[config.mk]
export PLATFORM = sky130hd
export DESIGN_NAME = rsdiv_top
export DESIGN_NICKNAME = d
export VERILOG_FILES = /design/src/rtl/rsdiv_pkg.sv /design/src/rtl/rsdiv_sub.sv /design/src/rtl/rsdiv_path.sv /design/src/rtl/rsdiv_ctrl.sv /design/src/rtl/rsdiv_top.sv
export SDC_FILE = /design/constraint.sdc
export NUM_CORES = 1
export LEC_CHECK = 0
export BUFFER_PORTS_ARGS = -buffer_cell sky130_fd_sc_hd__buf_4
export CORE_MARGIN = 5
export CORE_UTILIZATION = 24
export DETAILED_ROUTE_END_ITERATION = 10
export PLACE_DENSITY = 0.4
export SYNTH_ARGS = -nofsm -noshare
export SYNTH_HDL_FRONTEND = slang
export SYNTH_SLANG_ARGS = --single-unit
[constraint.sdc]
create_clock -name clk -period 2.68 [get_ports clk]
set_input_delay 0.402 -clock clk [delete_from_list [all_inputs] [get_ports clk]]
set_output_delay 0.402 -clock clk [all_outputs]
set_load 0.01 [all_outputs]
[src/rtl/rsdiv_pkg.sv]
package rsdiv_pkg;
  typedef enum logic {
    ST_IDLE = 1'b0,
    ST_RUN  = 1'b1
  } rsdiv_state_e;
endpackage

[src/rtl/rsdiv_sub.sv]
module rsdiv_sub #(
  parameter int W = 16
) (
  input  logic [W-1:0] minuend,
  input  logic [W-1:0] subtrahend,
  output logic [W-1:0] diff,
  output logic         fits
);
  localparam int WX = W + 1;
  logic [WX-1:0] wide;

  always_comb begin
    wide = {1'b0, minuend} - {1'b0, subtrahend};
    diff = wide[W-1:0];
    fits = ~wide[W];
  end
endmodule

[src/rtl/rsdiv_path.sv]
module rsdiv_path #(
  parameter int W = 16
) (
  input  logic         clk,
  input  logic         rst,
  input  logic         load,
  input  logic         load_zero,
  input  logic         step,
  input  logic [W-1:0] dividend_i,
  input  logic [W-1:0] divisor_i,
  output logic         fits,
  output logic [W-1:0] quot,
  output logic [W-1:0] rem
);
  localparam logic [W-1:0] ALL_ONES = '1;
  localparam logic [W-1:0] ONE      = W'(1);

  logic [W-1:0] dvs;
  logic [W-1:0] diff;

  rsdiv_sub #(.W(W)) sub_i (
    .minuend   (rem),
    .subtrahend(dvs),
    .diff      (diff),
    .fits      (fits)
  );

  always_ff @(posedge clk) begin
    if (rst) begin
      quot <= '0;
      rem  <= '0;
      dvs  <= '0;
    end else if (load) begin
      rem  <= dividend_i;
      dvs  <= divisor_i;
      quot <= load_zero ? ALL_ONES : '0;
    end else if (step) begin
      rem  <= diff;
      quot <= quot + ONE;
    end
  end

  // one accepted subtraction moves both registers by exactly one step
  assert_step_count_R3: assert property (@(posedge clk) disable iff (rst)
    step |=> (quot == $past(quot) + ONE) && (rem == $past(rem) - $past(dvs)));

  // the latched divisor only changes on an accepted load
  assert_divisor_kept_R7: assert property (@(posedge clk) disable iff (rst)
    !load |=> $stable(dvs));
endmodule

[src/rtl/rsdiv_ctrl.sv]
module rsdiv_ctrl
  import rsdiv_pkg::*;
(
  input  logic clk,
  input  logic rst,
  input  logic start,
  input  logic div_zero,
  input  logic fits,
  output logic busy,
  output logic done,
  output logic err,
  output logic load,
  output logic load_zero,
  output logic step
);
  rsdiv_state_e state;

  always_comb begin
    busy      = (state == ST_RUN);
    load      = (state == ST_IDLE) && start;
    load_zero = load && div_zero;
    step      = (state == ST_RUN) && fits;
  end

  always_ff @(posedge clk) begin
    if (rst) begin
      state <= ST_IDLE;
      done  <= 1'b0;
      err   <= 1'b0;
    end else begin
      done <= 1'b0;
      unique case (state)
        ST_IDLE: begin
          if (start) begin
            if (div_zero) begin
              done <= 1'b1;
              err  <= 1'b1;
            end else begin
              err   <= 1'b0;
              state <= ST_RUN;
            end
          end
        end
        ST_RUN: begin
          if (!fits) begin
            done  <= 1'b1;
            state <= ST_IDLE;
          end
        end
        default: state <= ST_IDLE;
      endcase
    end
  end

  // completion is a single-cycle pulse
  assert_done_single_R8: assert property (@(posedge clk) disable iff (rst)
    done |=> !done);

  // completion never overlaps a running operation
  assert_done_idle_R4: assert property (@(posedge clk) disable iff (rst)
    done |-> !busy);
endmodule

[src/rtl/rsdiv_top.sv]
module rsdiv_top #(
  parameter int W = 16
) (
  input  logic         clk,
  input  logic         rst,
  input  logic         start,
  input  logic [W-1:0] dividend,
  input  logic [W-1:0] divisor,
  output logic         busy,
  output logic         done,
  output logic         err,
  output logic [W-1:0] quotient,
  output logic [W-1:0] remainder
);
  logic fits;
  logic load;
  logic load_zero;
  logic step;
  logic div_zero;

  assign div_zero = (divisor == '0);

  rsdiv_ctrl ctrl_i (
    .clk      (clk),
    .rst      (rst),
    .start    (start),
    .div_zero (div_zero),
    .fits     (fits),
    .busy     (busy),
    .done     (done),
    .err      (err),
    .load     (load),
    .load_zero(load_zero),
    .step     (step)
  );

  rsdiv_path #(.W(W)) path_i (
    .clk       (clk),
    .rst       (rst),
    .load      (load),
    .load_zero (load_zero),
    .step      (step),
    .dividend_i(dividend),
    .divisor_i (divisor),
    .fits      (fits),
    .quot      (quotient),
    .rem       (remainder)
  );

  // idle with no request leaves the results untouched
  assert_hold_idle_R8: assert property (@(posedge clk) disable iff (rst)
    (!busy && !start) |=> ($stable(quotient) && $stable(remainder) && $stable(err)));

  // a flagged completion carries the all-ones quotient
  assert_zero_result_R6: assert property (@(posedge clk) disable iff (rst)
    (done && err) |-> (quotient == '1));

  // a request during a run cannot reload a larger dividend
  assert_no_reload_R7: assert property (@(posedge clk) disable iff (rst)
    busy |=> (remainder <= $past(remainder)));
endmodule

; Word level (Yosys, flattened, before mapping)
; Cells that the tools add are included.
[op_classes]
bitwise_logic = 2
n_mux = 13
add_sub_neg = 2
reduce_logical = 6
[ops]
columns = cell, n
row1 = $mux W16, 5
row2 = $sub A16 B16 Y17, 1
row3 = $add A16 B1 Y16 const B, 1
row4 = $logic_not A16 Y1, 1
row5 = $mux W1, 6
row6 = $pmux W1 S2, 2
row7 = $logic_and A1 B1 Y1, 3
row8 = $not A1 Y1, 2
row9 = $reduce_and A2 Y1, 1
row10 = $reduce_bool A2 Y1, 1
[word_totals]
regBits = 51
input_bits = 35
word_cells = 29
output_inout_bits = 35

; Logic depth before layout (Yosys ltp)
; Gate-level depths: netlist of run 1.
[logic_depth]
ltp_word = 5
ltp_mapped = 13
depth_no_buf = 10

; Cells and area by module
; From an unflattened synthesis of run 1, not the netlist that was laid out.
[hier_totals]
cells_unflattened = 367
area_unflattened_um2 = 3088.0
[by_module_without_submodules]
columns = module, cells_each, seq_area_each_um2, area_per_inst_um2, instances
row1 = rsdiv_path, 221, 960.9, 2063.2, 1
row2 = rsdiv_sub, 127, 0.0, 857.1, 1
row3 = rsdiv_ctrl, 14, 60.1, 133.9, 1
row4 = rsdiv_top, 5, 0.0, 33.8, 1

; Worst setup path before layout of run 1
; OpenSTA, ideal clock, no wires.
[synth_timing]
path_kind = reg2reg
start = register path_i.rem[0]
end = register path_i.quot[15]
setup_time_ps = 75
path_stages_with_launch = 12
n_path_buf = 1
required_time_ps = 2605
t_arrival_ps = 2526
setup_slack_ps = 79
synth_period_minus_slack_ps = 2601
path_cell_list = dfxtp_1 inv_1 ha_1 fa_1 nand2b_1 a21oi_2 o21a_1 a221o_1 buf_6 nand2_4 or4_1 a31oi_1
[synth_via]
elab_chain_len = 4
[synth_lines]
columns = element, line_no
row1 = "start, declared", rsdiv_path.sv:13  ; output logic [W-1:0] rem
row2 = "start signal, assigned", rsdiv_path.sv:34  ; rem <= dividend_i;
row3 = "start signal, assigned", rsdiv_path.sv:38  ; rem <= diff;
row4 = $sub A16 B16 Y17, rsdiv_sub.sv:13  ; wide = {1'b0, minuend} - {1'b0, subtrahend};
row5 = $not A1 Y1, rsdiv_sub.sv:15  ; fits = ~wide[W];
row6 = $logic_and A1 B1 Y1, rsdiv_ctrl.sv:22  ; step = (state == ST_RUN) && fits;
row7 = $reduce_bool A2 Y1 (no source line), -
row8 = "end signal, assigned", rsdiv_path.sv:36  ; quot <= load_zero ? ALL_ONES : '0;
row9 = "end signal, assigned", rsdiv_path.sv:39  ; quot <= quot + ONE;
row10 = "end, declared", rsdiv_path.sv:12  ; output logic [W-1:0] quot,
; Every way passes these cells.
; A chain may end at the register's enable or synchronous reset.

; Worst setup path after layout of run 1
; Ends and elaborated chain as after synthesis.

==> out/qor.yml, run 1 <==
status:
  status: "finished clean"
clocking:
  cts_resized: 0
  clock-sinks: 51
  htreeDepth: 2
  cts_buffers: 5
  holdBufCountCts: 0
  worstSkewPairLatency_ps: 290
  post_cts_buffers: 0
  cts_buffer_depth: 2
  cts-root-buf: "clkbuf_16"
  path_clk_slew_ps: 70
  cts_tree: "done"
layout:
  layout-drive-gt1-share: 0.236
  multi_input_area_sq_um: 1970
  fillers: 1487
  final_cell_mix: "buf_4 (90), nand2_1 (69), dfxtp_1 (51)"
  post-route-util: 0.316
  diodes: 0
  fin_area_sq_um: 4150
  seq_area_sq_um: 1020
  final_nets: 549
  syn2layout_area_growth_pct: 30.5
  final_common_cell: "buf_4"
yosys:
  synth_area_leaders: "dfxtp_1 (32%), nand2_1 (8.1%), ha_1 (6.7%)"
  yosys.cell_types.count: 53
  yosysTopAreaCell: "dfxtp_1"
  synth_fp_nets: 473
  synth_warnings: 0
  ys.flop_type: "dfxtp_1"
  synth_edf_count: 0
  yosysSeqAreaShare: 0.321
  synth_top_area_frac: 0.321
  synthCells: 420
  synthArstFlopShare: 0
  synth_area_per_cell_sq_um: 7.57
  yosys_register_bits: 51
  synth_area_sq_um: 3180
routing:
  ant_nets: 0
  firstDrtPassIters: 4
  routed_wl_mm: 11.0
  drtIter0Drc: 209
  vias_per_cell: 4.86
  wl_per_cell_um: 16.3
  vias: 3265
  drc: 0
placement:
  routabilityCongestion: 0.812
  port_buffers: 69
  place_area_sq_um: 3980
  hpwl_mm: 8.14
setup_path:
  worstPathRequired_ps: 2900
  crit_path_end_kind: "register"
  crit_chain: "inv_1, ha_1, fa_2, nand2b_4, a21oi_2, o21a_1, a221o_1, nand2_4, or4_1, a31oi_1"
  r2r_cells: 10
  reg2reg_from: "path_i.rem[0]$_SDFFE_PP0P_"
  crit_start: "path_i.rem[0]$_SDFFE_PP0P_"
  critPathKind: "register to register"
  slowest_delay_ps: 510
  startpoint_type: "register"
  critPathArrivalTime_ps: 2730
  cp_slowest_cell: "or4_1"
  worstPathMaxFanout: 5
timing:
  tightest_slew_ps: 713
  tns_ps: 0
  finalHoldViolations: 0
  rsz0062_at_grt: "no"
  period_needed_ps: 2510
  relSlewSlack: 0.524
  drv_slew: 0
  skew_ps: 4.42
  final-setup-viol-count: 0
  hold_slack_ps: 364
  fmax_ghz: 0.399
  period_share: 0.936
worst_hold_path:
  holdPathStages: 3
  min_path_type: "primary input to register"
  hold_start: "divisor[1]"
power_and_ir_drop:
  finalPower_uw: 2750
  power.share.combinational: 0.424
  p_leak_uw: 0.00166
  power_density_nw_per_um2: 663
  p_clk_frac: 0.239
  p_sw_frac: 0.369
  switchingPower_uw: 1010
  peakVddDrop_mv: 0.242
  power_frac_seq: 0.337
  p_int_uw: 1740
flow_run:
  maxCapViolations: 0
floorplanning:
  rows: 42
  dieArea_sq_um: 15700
  fp.dieW_um: 125
  core-area_sq_um: 13100
  io_pins: 70
  start_util: 0.242
  dieHeight_um: 125
global_routing:
  grt.total_usage: 0.137
  grt-ovfl-total: 0
  grt_pass1_wl_mm: 17.4
  antenna_found_initial: 0
  grt_pass1_vias: 3267
  grt_max_degree: 48
final cells by class:
type | count | area share
multi-input cells | 322 | 0.474
flip-flops and latches | 51 | 0.246
inverters | 24 | 0.0217
clock buffers | 6 | 0.0335
repair buffers | 92 | 0.170
clock inverters | 1 | 0.00121
well taps | 176 | 0.0531
logic make-up after synthesis:
group                    Yosys count  share of synthesized area
AO/OA/AOI/OAI                    129                      0.258
XOR/XNOR                          13                     0.0358
adder cells (fa/ha/maj)           18                     0.0732
buffers and inverters             47                     0.0673
flip-flops                        51                      0.321
multiplexers                       2                    0.00669
AND/OR/NAND/NOR                  160                      0.238
stage by stage:
step / instances / worst slack, ps
after floorplan: 420 / 79.2
after global placement: 665 / 132
after detailed placement: 665 / 45.1
after CTS: 672 / 14.0
after global routing: 672 / 3.30
final: 672 / 172
metal layers:
layer,GRT usage,up-vias,wire length [um]
met1,0.194,1509,5510
met4,0.0434,0,209
met5,0,-,0
li1,-,1663,-
met2,0.208,80,4710
met3,0.0311,13,546
worst max-delay path: cells and delay by family, from the launching register on:
kind	cells	cell delay (ps)
compound gates	4	700
fa+ha+maj	2	580
buf+inv	1	70
flops	1	340
simple gates	3	760
final timing paths:
check | endpoint | slack [ps]
min | path_i.dvs[1]$_SDFFE_PP0P_ | 360
max reg2reg | path_i.quot[15]$_SDFFE_PP0P_ | 170
max | path_i.quot[15]$_SDFFE_PP0P_ | 170
min reg2reg | path_i.dvs[14]$_SDFFE_PP0P_ | 460
sequential cells by signal, summed over array words and instances (netlist names):
signal	cells
ctrl_i.done	1
path_i.rem	16
ctrl_i.err	1
path_i.dvs	16
ctrl_i.busy	1
path_i.quot	16
power groups by stage:
stage                     clock network [uW]  logic [uW]  registers [uW]
after global placement                     0        1150             942
after floorplan                            0         717             952
final                                    658        1170             927
after CTS                                687        1160             927
after detailed placement                   0        1150             943
after global routing                     716        1290             939
cell usage after synthesis, drive strengths merged (3+ instances only):
| library cell | instances |
|---|---|
| or3 | 4 |
| nand2 | 70 |
| clkbuf | 16 |
| nand3 | 15 |
| xor2 | 6 |
| nor3 | 6 |
| or2 | 3 |
| dfxtp | 51 |
| o21ai | 28 |
| nand2b | 4 |
| ha | 17 |
| nand4 | 7 |
| nor2 | 28 |
| a21oi | 39 |
| a211oi | 5 |
| a41oi | 3 |
| xnor2 | 7 |
| nor4 | 12 |
| buf | 7 |
| a22oi | 3 |
| inv | 24 |
| a31oi | 26 |
| and3 | 4 |
| a21o | 8 |
No activity file was read; power rests on OpenSTA's default activity.
==> inputs of run 2 (changes only) <==
- CELL_PAD_IN_SITES_DETAIL_PLACEMENT: default -> 2
- CELL_PAD_IN_SITES_GLOBAL_PLACEMENT: default -> 2
- PLACE_DENSITY: 0.4 -> 0.64
- RECOVER_POWER: default -> 25
==> out/qor.yml, run 2 (synthesized netlist as in run 1, its figures left out) <==
worst_hold_path:
  min_path_type: "primary input to register"
layout:
  post-route-util: 0.320  # +0.00371
  diodes: 0  # unchanged
  reg.largest.list: "path_i.dvs x16, path_i.quot x16, path_i.rem x16"
  final_common_cell: "buf_4"
  final_cell_mix: "buf_4 (80), nand2_1 (69), dfxtp_1 (50)"
  fin_area_sq_um: 4200  # +1.2%
  final_nets: 561  # +2.2%
  syn2layout_area_growth_pct: 32.0
  layout-drive-gt1-share: 0.226  # -0.00995
setup_path:
  slowest_delay_ps: 400  # -110 ps
  reg2reg_slack_ps: 170  # about the same
  critPathArrivalTime_ps: 2710  # -20 ps
  critical-path-top-delay-family: "compound AO/OA/AOI/OAI gates"
  crit_chain: "inv_1, ha_1, a2111o_1, o21a_1, buf_4, a221oi_4, nor2_2, buf_4, or3_1, and3_1"
  cp_slowest_cell: "a2111o_1"
  startpoint_type: "register"
  worstPathMaxFanout: 5  # unchanged
  critPathKind: "register to register"
  worstPathRequired_ps: 2880  # -20 ps
  crit_path_end_kind: "register"
  path_buf_inv: 3  # +2
  critPathMostFrequentCell: "buf_4"
routing:
  wl_met1_mm: 5.98  # +8.5%
  drc: 0  # unchanged
  firstDrtPassIters: 4  # unchanged
  wl_met3_um: 413  # -24%
  top_layer_used: "met4"
  vias_per_cell: 5.06  # +4.1%
  routed_wl_mm: 12.4  # +13%
  drtIter0Drc: 128  # -39%
  ant_nets: 0  # unchanged
  wl_met2_mm: 5.81  # +23%
  vias: 3464  # +6.1%
  wl_per_cell_um: 18.1  # +11%
floorplanning:
  start_util: 0.242  # unchanged
  dieHeight_um: 125  # unchanged
  dieArea_sq_um: 15700  # unchanged
  rows: 42  # unchanged
  core-area_sq_um: 13100  # unchanged
  io_pins: 70  # unchanged
  fp.dieW_um: 125  # unchanged
timing:
  relSlewSlack: 0.566  # +0.0416
  final-setup-viol-count: 0  # unchanged
  tns_ps: 0  # unchanged
  finalHoldViolations: 0  # unchanged
  period_needed_ps: 2510  # +6.49 ps
  drv_slew: 0  # unchanged
  skew_ps: 5.42  # +1.00 ps
  tightest_slew_ps: 646  # -67.6 ps
  period_share: 0.938  # +0.00242
  fmax_ghz: 0.398  # -0.26%
  rsz0062_at_grt: "no"
flow_run:
  maxCapViolations: 0  # unchanged
clocking:
  cts_buffers: 5  # unchanged
  holdBufCountCts: 0  # unchanged
  cts_tree: "done"
  path_clk_slew_ps: 80  # about the same
  worstSkewPairLatency_ps: 300  # about the same
  cts-root-buf: "clkbuf_16"
  clock-sinks: 51  # unchanged
  htreeDepth: 2  # unchanged
  cts_buffer_depth: 2  # unchanged
global_routing:
  grt_max_degree: 36  # -25%
  antenna_found_initial: 0  # unchanged
  grt_pass1_wl_mm: 20.6  # +18%
  grt.total_usage: 0.159  # +0.0219
  grt-ovfl-total: 0  # unchanged
  grt_pass1_vias: 3837  # +17%
status:
  status: "finished clean"
placement:
  port_buffers: 69  # unchanged
  place_area_sq_um: 4060  # +1.9%
  hpwl_mm: 9.48  # +17%
  routabilityCongestion: 0.876  # +8.0%
power_and_ir_drop:
  p_leak_uw: 0.00164  # -1.2%
  peakVddDrop_mv: 0.301  # +24%
  power_density_nw_per_um2: 675  # +1.8%
## run 2: cell types whose count changed in the layout (fill, tap and decap cells not counted), moves of 2 or more
cell and change:
buf_4 -10, buf_6 +2, clkbuf_1 +19, clkinvlp_4 +2, ha_1 -2, ha_2 +2, o21ai_0 +2, o21ai_1 -3
## run 2: metal layers
metal,vias to the layer above,GRT usage
met1,1695,0.211
met5,-,0
met3,13,0.0307
met4,0,0.0453
li1,1688,-
met2,68,0.264
## run 2: path summary, 6_finish.rpt
kind | from | end | depth (start not counted)
max | path_i.dvs[5]$_SDFFE_PP0P_ | path_i.rem[15]$_SDFFE_PP0P_ | 10
min | dividend[1] | path_i.rem[1]$_SDFFE_PP0P_ | 2
max reg2reg | path_i.dvs[5]$_SDFFE_PP0P_ | path_i.rem[15]$_SDFFE_PP0P_ | 10
min reg2reg | path_i.dvs[3]$_SDFFE_PP0P_ | path_i.dvs[3]$_SDFFE_PP0P_ | 2
## run 2: power breakdown
| part | switching, uW | internal (uW) | total, uW | leakage, uW |
|---|---|---|---|---|
| clock network | 319 | 346 | 665 | 0.0000658 |
| logic | 687 | 553 | 1240 | 0.00115 |
| registers | 89.0 | 840 | 929 | 0.000422 |
| total | 1100 | 1740 | 2830 | 0.00164 |
## run 2: area by class of cell
type | instances | area [sq um]
repair buffers | 104 | 733
flip-flops and latches | 51 | 1020
fillers | 1564 | 8940
well taps | 176 | 220
multi-input cells | 322 | 1990
inverters | 24 | 90.1
clock buffers | 5 | 125
clock inverters | 3 | 20.0
## run 2: timing repair
item	4_1_cts	5_1_grt
gates resized for setup	1	11
pin swaps	1	5
setup endpoints to repair	1	26
buffers inserted	0	2
## run 2: stage by stage
step | setup WS [ps] | hold WS (ps) | power [uW] | std cells
2_1_floorplan | 79.2 | 436 | 1670 | 420
3_3_place_gp | 135 | 445 | 2130 | 675
3_5_place_dp | 4.31 | 455 | 2160 | 675
4_1_cts | 7.92 | 356 | 2850 | 683
5_1_grt | 14.6 | 358 | 3040 | 685
6_report | 165 | 361 | 2830 | 685
